$ cat src/rtl/rob_pkg.sv
package rob_pkg;
  typedef enum logic [1:0] {
    K_REG    = 2'd0,
    K_STORE  = 2'd1,
    K_BRANCH = 2'd2
  } kind_e;
endpackage

$ cat src/rtl/rob_regmap.sv
module rob_regmap #(
  parameter int NREG  = 32,
  parameter int TAG_W = 3
) (
  input  logic                     clk,
  input  logic                     rst_n,
  input  logic                     set_en,
  input  logic [$clog2(NREG)-1:0]  set_reg,
  input  logic [TAG_W-1:0]         set_tag,
  input  logic                     clr_en,
  input  logic [$clog2(NREG)-1:0]  clr_reg,
  input  logic [TAG_W-1:0]         clr_tag,
  input  logic                     flush_all,
  input  logic [$clog2(NREG)-1:0]  lk_reg,
  output logic                     lk_busy,
  output logic [TAG_W-1:0]         lk_tag
);
  localparam int REG_W = $clog2(NREG);

  logic [NREG-1:0]  busy;
  logic [TAG_W-1:0] owner [NREG];

  for (genvar g = 0; g < NREG; g++) begin : g_reg
    always_ff @(posedge clk) begin
      if (!rst_n || flush_all) begin
        busy[g] <= 1'b0;
      end else if (set_en && set_reg == REG_W'(g)) begin
        busy[g]  <= 1'b1;
        owner[g] <= set_tag;
      end else if (clr_en && clr_reg == REG_W'(g) && owner[g] == clr_tag) begin
        busy[g] <= 1'b0;
      end
    end
  end

  assign lk_busy = busy[lk_reg];
  assign lk_tag  = owner[lk_reg];

  // a flush leaves no register marked busy
  assert_flush_clears_R10: assert property (@(posedge clk) disable iff (!rst_n)
    flush_all |=> (busy == '0));

  // retiring an older writer keeps a newer writer's mark
  assert_keep_newer_R8: assert property (@(posedge clk) disable iff (!rst_n)
    (clr_en && !set_en && !flush_all && busy[clr_reg] && owner[clr_reg] != clr_tag)
      |=> busy[$past(clr_reg)]);
endmodule

$ cat src/rtl/rob_ldhaz.sv
module rob_ldhaz #(
  parameter int DEPTH  = 8,
  parameter int ADDR_W = 16
) (
  input  logic [DEPTH-1:0]        cand,
  input  logic [DEPTH*ADDR_W-1:0] addr_flat,
  input  logic [ADDR_W-1:0]       ld_addr,
  output logic                    hit
);
  logic [DEPTH-1:0] match;

  for (genvar i = 0; i < DEPTH; i++) begin : g_cmp
    assign match[i] = cand[i] && (addr_flat[i*ADDR_W +: ADDR_W] == ld_addr);
  end

  assign hit = |match;
endmodule

$ cat src/rtl/rob_core.sv
module rob_core
  import rob_pkg::*;
#(
  parameter int DEPTH  = 8,
  parameter int NREG   = 32,
  parameter int DATA_W = 32,
  parameter int ADDR_W = 16
) (
  input  logic                      clk,
  input  logic                      rst_n,
  input  logic                      alloc_valid,
  output logic                      alloc_ready,
  input  logic [1:0]                alloc_kind,
  input  logic [$clog2(NREG)-1:0]   alloc_reg,
  input  logic [ADDR_W-1:0]         alloc_addr,
  output logic [$clog2(DEPTH)-1:0]  alloc_tag,
  input  logic                      cmp_valid,
  input  logic [$clog2(DEPTH)-1:0]  cmp_tag,
  input  logic [DATA_W-1:0]         cmp_value,
  input  logic                      cmp_exc,
  input  logic                      cmp_mispred,
  output logic                      rf_we,
  output logic [$clog2(NREG)-1:0]   rf_idx,
  output logic [DATA_W-1:0]         rf_data,
  output logic                      mem_we,
  output logic [ADDR_W-1:0]         mem_addr,
  output logic [DATA_W-1:0]         mem_data,
  output logic                      flush_out,
  output logic                      exc_out,
  output logic [$clog2(DEPTH)-1:0]  exc_tag,
  input  logic [$clog2(NREG)-1:0]   lk_reg,
  output logic                      lk_busy,
  output logic [$clog2(DEPTH)-1:0]  lk_tag,
  output logic                      lk_ready,
  output logic [DATA_W-1:0]         lk_value,
  input  logic [ADDR_W-1:0]         ld_addr,
  output logic                      ld_conflict
);
  localparam int TAG_W = $clog2(DEPTH);
  localparam int REG_W = $clog2(NREG);
  localparam int CNT_W = $clog2(DEPTH + 1);

  logic [DEPTH-1:0]  vld, rdy, exc, mis;
  kind_e             kind_q [DEPTH];
  logic [REG_W-1:0]  reg_q  [DEPTH];
  logic [ADDR_W-1:0] addr_q [DEPTH];
  logic [DATA_W-1:0] val_q  [DEPTH];
  logic [TAG_W-1:0]  head, tail;
  logic [CNT_W-1:0]  count;

  function automatic logic [TAG_W-1:0] nxt(input logic [TAG_W-1:0] p);
    return (p == TAG_W'(DEPTH - 1)) ? '0 : p + 1'b1;
  endfunction

  logic head_go, flush_now, alloc_fire;
  assign head_go     = vld[head] && rdy[head];
  assign flush_now   = head_go && (exc[head] || (kind_q[head] == K_BRANCH && mis[head]));
  assign alloc_ready = (count != CNT_W'(DEPTH)) && !flush_now;
  assign alloc_fire  = alloc_valid && alloc_ready;
  assign alloc_tag   = tail;

  assign rf_we     = head_go && !exc[head] && kind_q[head] == K_REG;
  assign rf_idx    = reg_q[head];
  assign rf_data   = val_q[head];
  assign mem_we    = head_go && !exc[head] && kind_q[head] == K_STORE;
  assign mem_addr  = addr_q[head];
  assign mem_data  = val_q[head];
  assign exc_out   = head_go && exc[head];
  assign exc_tag   = head;
  assign flush_out = flush_now;

  always_ff @(posedge clk) begin
    if (!rst_n) begin
      vld   <= '0;
      rdy   <= '0;
      exc   <= '0;
      mis   <= '0;
      head  <= '0;
      tail  <= '0;
      count <= '0;
    end else begin
      if (cmp_valid) begin
        rdy[cmp_tag]   <= 1'b1;
        val_q[cmp_tag] <= cmp_value;
        exc[cmp_tag]   <= cmp_exc;
        mis[cmp_tag]   <= cmp_mispred;
      end
      if (alloc_fire) begin
        vld[tail]    <= 1'b1;
        rdy[tail]    <= 1'b0;
        exc[tail]    <= 1'b0;
        mis[tail]    <= 1'b0;
        kind_q[tail] <= kind_e'(alloc_kind);
        reg_q[tail]  <= alloc_reg;
        addr_q[tail] <= alloc_addr;
        tail         <= nxt(tail);
      end
      if (flush_now) begin
        vld   <= '0;
        head  <= nxt(head);
        tail  <= nxt(head);
        count <= '0;
      end else begin
        if (head_go) begin
          vld[head] <= 1'b0;
          head      <= nxt(head);
        end
        count <= count + CNT_W'(alloc_fire) - CNT_W'(head_go);
      end
    end
  end

  rob_regmap #(.NREG(NREG), .TAG_W(TAG_W)) u_regmap (
    .clk       (clk),
    .rst_n     (rst_n),
    .set_en    (alloc_fire && kind_e'(alloc_kind) == K_REG),
    .set_reg   (alloc_reg),
    .set_tag   (tail),
    .clr_en    (head_go && kind_q[head] == K_REG),
    .clr_reg   (reg_q[head]),
    .clr_tag   (head),
    .flush_all (flush_now),
    .lk_reg    (lk_reg),
    .lk_busy   (lk_busy),
    .lk_tag    (lk_tag)
  );

  assign lk_ready = lk_busy && rdy[lk_tag];
  assign lk_value = val_q[lk_tag];

  logic [DEPTH-1:0]        st_cand;
  logic [DEPTH*ADDR_W-1:0] st_addr;
  for (genvar i = 0; i < DEPTH; i++) begin : g_st
    assign st_cand[i]                   = vld[i] && kind_q[i] == K_STORE;
    assign st_addr[i*ADDR_W +: ADDR_W]  = addr_q[i];
  end

  rob_ldhaz #(.DEPTH(DEPTH), .ADDR_W(ADDR_W)) u_ldhaz (
    .cand      (st_cand),
    .addr_flat (st_addr),
    .ld_addr   (ld_addr),
    .hit       (ld_conflict)
  );

  // occupancy never exceeds the number of entries
  assert_no_overflow_R2: assert property (@(posedge clk) disable iff (!rst_n)
    count <= CNT_W'(DEPTH));

  // at most one architectural write retires per cycle
  assert_one_write_R3: assert property (@(posedge clk) disable iff (!rst_n)
    !(rf_we && mem_we));

  // a flush leaves the buffer empty on the next cycle
  assert_flush_empties_R6: assert property (@(posedge clk) disable iff (!rst_n)
    flush_out |=> (count == '0 && vld == '0));

  // an excepting instruction retires with no write
  assert_exc_silent_R7: assert property (@(posedge clk) disable iff (!rst_n)
    exc_out |-> (!rf_we && !mem_we && flush_out));
endmodule

$ cat config.mk
export PLATFORM = sky130hd
export DESIGN_NAME = rob_core
export DESIGN_NICKNAME = d
export VERILOG_FILES = /design/src/rtl/rob_pkg.sv /design/src/rtl/rob_regmap.sv /design/src/rtl/rob_ldhaz.sv /design/src/rtl/rob_core.sv
export SDC_FILE = /design/constraint.sdc
export NUM_CORES = 1
export LEC_CHECK = 0
export ABC_AREA = 1
export BUFFER_PORTS_ARGS = -buffer_cell sky130_fd_sc_hd__buf_2
export CAP_MARGIN = 20
export CORE_UTILIZATION = 39
export CTS_CLUSTER_DIAMETER = 50
export CTS_CLUSTER_SIZE = 24
export DETAILED_ROUTE_END_ITERATION = 10
export GPL_TIMING_DRIVEN = 0
export PLACE_DENSITY = 0.57
export SYNTH_ARGS = -nofsm -noshare
export SYNTH_HDL_FRONTEND = slang
export SYNTH_SLANG_ARGS = --single-unit
$ cat constraint.sdc
create_clock -name clk -period 8.1 [get_ports clk]
set_input_delay 0.81 -clock clk [delete_from_list [all_inputs] [get_ports clk]]
set_output_delay 0.81 -clock clk [all_outputs]
set_load 0.03 [all_outputs]
==> reports/metrics.cfg, run 1 <==
[status]
outcome = finished clean

[drt]
via_per_inst = 5.56
detail-route-antenna-nets = 0
wl_um = 117000
vias = 27300
wl_per_cell_um = 23.9
drc_errors = 0
drt-initial-drc-count = 3502
dr.pass1.iters = 6

[synthesis]
netlist_area_mm2 = 0.0316
synth_ff_type = edfxtp_1
syn_inst = 3488
syn_area_per_cell_um2 = 9.05
synth-async-reset-ratio_pct = 0
synth_nets = 3583
ys_warn_count = 0
ys_seq_area_share_pct = 55.9
synth_seq_cells = 613
synth.distinct_cells = 43
synth-edff-count = 536

[critical_path]
path_max_fanout = 10
path_class = reg2out
worstPathArrival_ns = 4.40
critPathRequiredTime_ns = 7.29
r2r_cells = 13
crit_top_cell = clkbuf_1
crit_chain = inv_2, buf_6, clkbuf_1, clkbuf_1, clkbuf_1, o21ai_0, a21oi_1, a31oi_1, buf_4, buf_2
crit_slowest_cell = clkbuf_1
path_depth = 10
start_kind = flop
crit_buf_inv = 7
critPathTopFamily = buffers and inverters
crit_path_end_kind = primary output
slowest_delay_ns = 0.76

[global_routing]
grt_max_degree = 42
antenna_found_initial = 12
grt-ovfl-total = 0
grt_pass1_vias = 25400
grt.total_usage_pct = 28.0
grt_pass1_wl_um = 169000

[pwr]
max-vdd-ir-drop_v = 0.000204
total_power_uw = 8550
p_per_area_mw_per_mm2 = 229
p_leak_uw = 0.0149

[timing]
tightest_slew_ns = 1.17
skew_ns = 0.0418
period_minus_slack_ns = 5.21
finalCritPeriodShare_pct = 64.3
rsz0062_at_grt = no
hold_viol = 0
finalSetupViolCount = 0
slew_headroom_pct = 22.2
fmax_mhz = 192
timing.hold.ws_ns = 0.419
drv_slew = 0
setup_tns_ns = 0

[placed_design]
finalWeightedCongestion = 0.976
io_buffers = 201
dp_hpwl_um = 82400

[finish]
area_growth_syn_to_layout_pct = 18.1
drive_above_1_share_pct = 14.9
mostFrequentLayoutCell = nand2_1
layout_common_cells = nand2_1 (817), edfxtp_1 (536), o21ai_0 (328)
fin_nets = 3881

[min_path]
min_path_cells = 1
hold_path.class = in2reg

[clock_tree]
post_cts_buffers = 0
cts_tree = built
cts_buffers = 83
holdBufCountCts = 0
h-tree-depth = 3
clockBufferDepth = 3
cts.clk_slew.worst_paths_ns = 0.08
clk-insertion-delay-late_ns = 0.67
ctsResizeCount = 0
cts.sinks = 613
ctsRootBufferMaster = clkbuf_16

[floorplan]
core_area_mm2 = 0.0795
die_y_um = 287
die_area_mm2 = 0.0821
rows = 103
fp.dieW_um = 287
start_util_pct = 39.7
ios = 219

[run]
cap_violations = 0

worst reg2reg max path: cells and delay by family, from the launching register on:
kind | cells | cell delay [ns]
buffers and inverters | 4 | 0.97
flip-flops | 1 | 0.48
AND/OR/NAND/NOR | 9 | 2.04
layer usage:
layer	global-route usage [%]	part of all wire, %
met5	0	0.051
met4	10.8	3.9
met3	4.93	9.5
met2	44.2	46
met1	38.3	41
metrics by stage:
stage | util (%) | std cells | worst slack [ns] | cell area [µm²]
2_1_floorplan | - | 3488 | 4.58 | 31600
3_3_place_gp | 42.6 | 4739 | 3.03 | 33900
3_5_place_dp | 43.1 | 4751 | 3.37 | 34300
4_1_cts | 46.9 | 4907 | 2.92 | 37300
5_1_grt | 46.9 | 4910 | 2.77 | 37300
6_report | 46.9 | 4913 | 2.89 | 37300
state kept, by name, indices dropped and copies added, names as in the netlist, named ones only:
name	cells
val_q	256
addr_q	128
u_regmap.owner	96
reg_q	40
u_regmap.busy	32
kind_q	16
exc	8
mis	8
rdy	8
vld	8
count	4
alloc_tag	3
exc_tag	3
final timing paths:
| check | start | to | slack (ns) |
|---|---|---|---|
| worst max-delay path | flop | rf_data[31] | 2.89 |
| worst max register to register | exc_tag[1] | reg_q[6][2] | 4.30 |
| worst min register to register | vld[0] | vld[0] | 0.46 |
| worst min-delay path | alloc_addr[15] | addr_q[5][15] | 0.42 |
where the power goes:
| part | switching, µW | leakage (µW) | total, µW | internal, µW |
|---|---|---|---|---|
| clock | 1720 | 0.00144 | 3900 | 2170 |
| sequential | 59.0 | 0.00553 | 3580 | 3520 |
| combinational | 795 | 0.00795 | 1080 | 286 |
| total | 2570 | 0.0149 | 8550 | 5980 |
layout make-up:
class | count | area [µm²]
Clock buffer | 93 | 2190
Clock inverter | 63 | 797
Antenna cell | 6 | 15.0
Fill cell | 7714 | 42200
Sequential cell | 613 | 17600
Inverter | 318 | 1190
Timing Repair Buffer | 213 | 1280
Tap cell | 1050 | 1310
Buffer | 248 | 1290
Multi-Input combinational cell | 2309 | 11600
kinds of logic (layout without fill, tap and decap cells):
group | Yosys count | count (layout) | synth area share [%]
AND/OR/NAND/NOR | 1434 | 1434 | 18.9
AO/OA/AOI/OAI | 715 | 715 | 12.8
flip-flops | 613 | 613 | 55.9
buffers and inverters | 566 | 935 | 7.87
XOR/XNOR | 150 | 150 | 4.16
adder cells (fa/ha/maj) | 10 | 10 | 0.420
other | 0 | 6 | 0
Yosys cell counts (all sizes together), types with 2 or more instances:
master	n	share of area, %
a31oi	48	0.95
a221oi	45	1.2
nor4	11	0.22
edfxtp	536	51
clkinv	3	0.036
o22ai	38	0.75
o221ai	13	0.36
xor2	79	2.2
inv	315	3.7
or2	13	0.26
clkbuf	99	1.2
o211ai	41	0.97
nand2	824	9.9
buf	149	2.9
a211oi	2	0.048
nand4	18	0.40
o2111ai	3	0.083
nor3	44	0.74
o21ai	359	5.7
ha	9	0.36
nand3	238	3.9
a21oi	164	2.6
dfxtp	77	4.9
xnor2	71	2.0
nor2	286	3.5
Note: power is estimated with default switching activity, not from simulation.
==> inputs of run 2 (changes only) <==
- ABC_AREA: 1 -> 0
- clock period: 8.1 -> 4.98 ns (I/O delays scaled with it)
==> run 2 against run 1 <==
Non-clock buffer count shrank 80. Via count down 32%. Global-route usage down 5.4 points. Wire length is 24% lower. First-iteration DRC count shrank 50%. Clock skew fell by 0.014 ns. Clock-buffer cell count decreased by 7. Largest cell class unchanged.
==> reports/metrics.cfg, run 2 <==
[status]
outcome = finished clean  ; unchanged

[synthesis]
synth_fa_ha_area_share_pct = 0.443  ; was 0.420%
synth_top_area_cell = edfxtp_1  ; unchanged
synth_xor_area_share_pct = 6.62  ; was 4.16%
synth_nets = 1982  ; was 3,583
synth-simple-area-share_pct = 6.43  ; was 18.9%
yosys-top-cells-area = edfxtp_1 (54%), mux4_2 (11%), mux2i_1 (7.5%)  ; was edfxtp_1 (51%), nand2_1 (9.7%), o21ai_0 (5.2%)
synth.distinct_cells = 72  ; was 43
syn_area_per_cell_um2 = 15.8  ; was 9.05 µm²
synth_top_family_by_area = multiplexers  ; was simple AND/OR/NAND/NOR gates
syn_inst = 1887  ; was 3,488
synth_seq_cells = 613  ; unchanged
synth.top_cell.area_share_pct = 53.8  ; was 51.0%
synth_ff_type = edfxtp_1  ; unchanged
ys_top_cells_by_count = edfxtp_1 (536), mux2i_1 (224), xor2_1 (177)  ; was nand2_1 (817), edfxtp_1 (536), o21ai_0 (328)
synth-async-reset-ratio_pct = 0  ; unchanged
ys_seq_area_share_pct = 59.0  ; was 55.9%
synth-compound-area-share_pct = 2.40  ; was 12.8%
synth_most_common_cell = edfxtp_1  ; was nand2_1
ys_warn_count = 0  ; unchanged
muxShareOfSynthArea_pct = 22.1  ; was 0%
synth-edff-count = 536  ; unchanged
netlist_area_mm2 = 0.0299  ; was 0.0316 mm²

[finish]
mostFrequentLayoutCell = edfxtp_1  ; was nand2_1
largest_reg_flops = 256  ; unchanged
multi_input_comb_area_mm2 = 0.0114  ; was 0.0116 mm²
area_growth_syn_to_layout_pct = 18.2  ; was 18.1%
largestRegisters = val_q: 256 flops, addr_q: 128 flops, u_regmap.owner: 96 flops  ; unchanged
regArea_mm2 = 0.0176  ; unchanged
stdcell_count = 3297  ; was 4,913
regMostFlops = val_q  ; unchanged
drive_above_1_share_pct = 33.1  ; was 14.9%
fill_cells = 6621  ; was 7,714
layout_common_cells = edfxtp_1 (536), mux2i_1 (224), buf_2 (223)  ; was nand2_1 (817), edfxtp_1 (536), o21ai_0 (328)
fin_nets = 2291  ; was 3,881

[critical_path]
crit_slowest_cell = clkbuf_1  ; unchanged
crit_buf_inv = 6  ; was 7
start_kind = flop  ; unchanged
crit_chain = clkbuf_1, clkdlybuf4s15_2, clkbuf_2, clkbuf_1, mux4_2, mux2_2, buf_4, buf_2  ; was inv_2, buf_6, clkbuf_1, clkbuf_1, clkbuf_1, o21ai_0, a21oi_1, a31oi_1, buf_4, buf_2
slowest_delay_ns = 0.63  ; was 0.76 ns
worstPathArrival_ns = 4.28  ; was 4.40 ns
crit_path_end_kind = primary output  ; unchanged
path_max_fanout = 10  ; unchanged
crit_top_cell = clkbuf_1  ; unchanged
path_class = reg2out  ; unchanged
critPathRequiredTime_ns = 4.48  ; was 7.29 ns
critPathTopFamily = buffers and inverters  ; unchanged

[global_routing]
grt_max_degree = 38  ; was 42
antenna_found_initial = 11  ; was 12
grt-ovfl-total = 0  ; unchanged
grt_pass1_wl_um = 128000  ; was 169,000 µm
grt.total_usage_pct = 22.6  ; was 28.0%
grt_pass1_vias = 18900  ; was 25,400

[clock_tree]
post_cts_buffers = 0  ; unchanged
holdBufCountCts = 0  ; unchanged
ctsRootBufferMaster = clkbuf_16  ; unchanged
clockBufferDepth = 3  ; unchanged
cts.sinks = 613  ; unchanged
cts_tree = built  ; unchanged
clk-insertion-delay-late_ns = 0.63  ; was 0.67 ns
h-tree-depth = 3  ; unchanged
cts_buffers = 76  ; was 83
cts.clk_slew.worst_paths_ns = 0.07  ; was 0.08 ns

[drt]
detail-route-antenna-nets = 0  ; unchanged
drt-met1-wl_um = 37800  ; was 48,100 µm
drc_errors = 0  ; unchanged
dr.pass1.iters = 5  ; was 6
drt-initial-drc-count = 1735  ; was 3,502
vias = 18500  ; was 27,300
wl_per_cell_um = 26.9  ; was 23.9 µm
wl_um = 88700  ; was 117,000 µm
dr.max_layer_used = met5  ; unchanged
met3_length_um = 5800  ; was 11,200 µm
dr_wl_met2_um = 43400  ; was 53,600 µm
via_per_inst = 5.61  ; was 5.56

[pwr]
max-vdd-ir-drop_v = 0.000250  ; was 0.000204 V
p_per_area_mw_per_mm2 = 364  ; was 229 mW/mm²
p_leak_uw = 0.0125  ; was 0.0149 µW

[min_path]
hold_path.class = in2reg  ; unchanged

[placed_design]
finalWeightedCongestion = 0.866  ; was 0.976
dp_hpwl_um = 62300  ; was 82,400 µm
post-place-ws_ns = 0.157  ; was 3.37 ns
io_buffers = 195  ; was 201
place_inst = 3146  ; was 4,751

[floorplan]
rows = 101  ; was 103
fp.dieW_um = 279  ; was 287 µm
start_util_pct = 39.4  ; was 39.7%
die_y_um = 279  ; was 287 µm
die_area_mm2 = 0.0778  ; was 0.0821 mm²
ios = 219  ; unchanged
core_area_mm2 = 0.0759  ; was 0.0795 mm²

[timing]
fmax_mhz = 209
period_minus_slack_ns = 4.78
finalCritPeriodShare_pct = 95.9
finalSetupViolCount = 0  ; unchanged
rsz0062_at_grt = no  ; unchanged
slew_headroom_pct = 22.8  ; was 22.2%
skew_ns = 0.0279  ; was 0.0418 ns
setup_tns_ns = 0  ; unchanged
hold_viol = 0  ; unchanged
tightest_slew_ns = 1.16  ; was 1.17 ns
drv_slew = 0  ; unchanged
setup_ws_ns = 0.204  ; was 2.89 ns

[run]
cap_violations = 0  ; unchanged

run 2: cell count changes after synthesis, moves of 146 or more:
cell,delta
a21oi_1,-152
nor2_1,-208
o21ai_0,-327
inv_1,-296
mux4_2,+146
nand2_1,-789
mux2i_1,+224
nand3_1,-188
run 2: layout make-up:
class / instances / share of cell area, %
timing repair buffer: 232 / 4.13
tap: 1030 / 3.64
antenna: 9 / 0.0637
inverter: 13 / 0.138
clock inverter: 54 / 1.73
buffer: 149 / 2.48
clock buffer: 86 / 5.67
multi-input combinational: 1111 / 32.3
sequential: 613 / 49.9
run 2: worst paths after layout:
check	start	endpoint	slack, ns	cells after the start
hold / removal	cmp_value[31]	val_q[7][31]	0.14	1
hold reg to reg	u_regmap.busy[31]	u_regmap.busy[31]	0.47	1
setup / recovery	flop	rf_data[7]	0.20	8
setup reg to reg	exc_tag[2]	addr_q[0][4]	0.74	10
run 2: worst reg2reg max path, delay by kind of cell, from the launching register on:
family / cells / cell delay, ns
AND/OR/NAND/NOR: 2 / 1.03
flip-flops: 1 / 0.54
buffers and inverters: 4 / 1.02
AO/OA/AOI/OAI: 2 / 0.46
multiplexers: 2 / 0.88
run 2: what timing repair did:
action / CTS / global route
gates resized for setup: 5 / 0
setup endpoints to repair: 65 / 0
endpoints found under the hold margin: 0 / 0
run 2: metal layers:
metal	vias up	global-route usage [%]
met3	129	3.83
met5	-	0
met1	9637	30.6
met4	6	6.14
met2	706	37.6
li1	8023	-
run 2: report_power, final:
group	switching [µW]	internal, µW
clock	2480	3160
sequential	85.2	5700
combinational	919	521
total	3490	9380
run 2: through the flow:
step / area, µm² / total power [µW] / util, % / hold slack, ns
CTS: 35300 / 12900 / 46.5 / 0.116
finish: 35400 / 12900 / 46.6 / 0.143
detailed placement: 32700 / 7340 / 43.0 / 0.454
floorplan: 29900 / 6820 / - / 0.432
global placement: 32200 / 7310 / 42.4 / 0.443
global route: 35300 / 13200 / 46.5 / 0.144
run 2: kinds of logic (layout without fill, tap and decap cells):
| family | Yosys count | count (layout) |
|---|---|---|
| xor+xnor | 226 | 226 |
| buf+inv | 163 | 534 |
| simple gates | 328 | 328 |
| other cells | 0 | 9 |
| compound gates | 87 | 87 |
| fa+ha+maj | 10 | 10 |
| flops | 613 | 613 |
| mux | 460 | 460 |
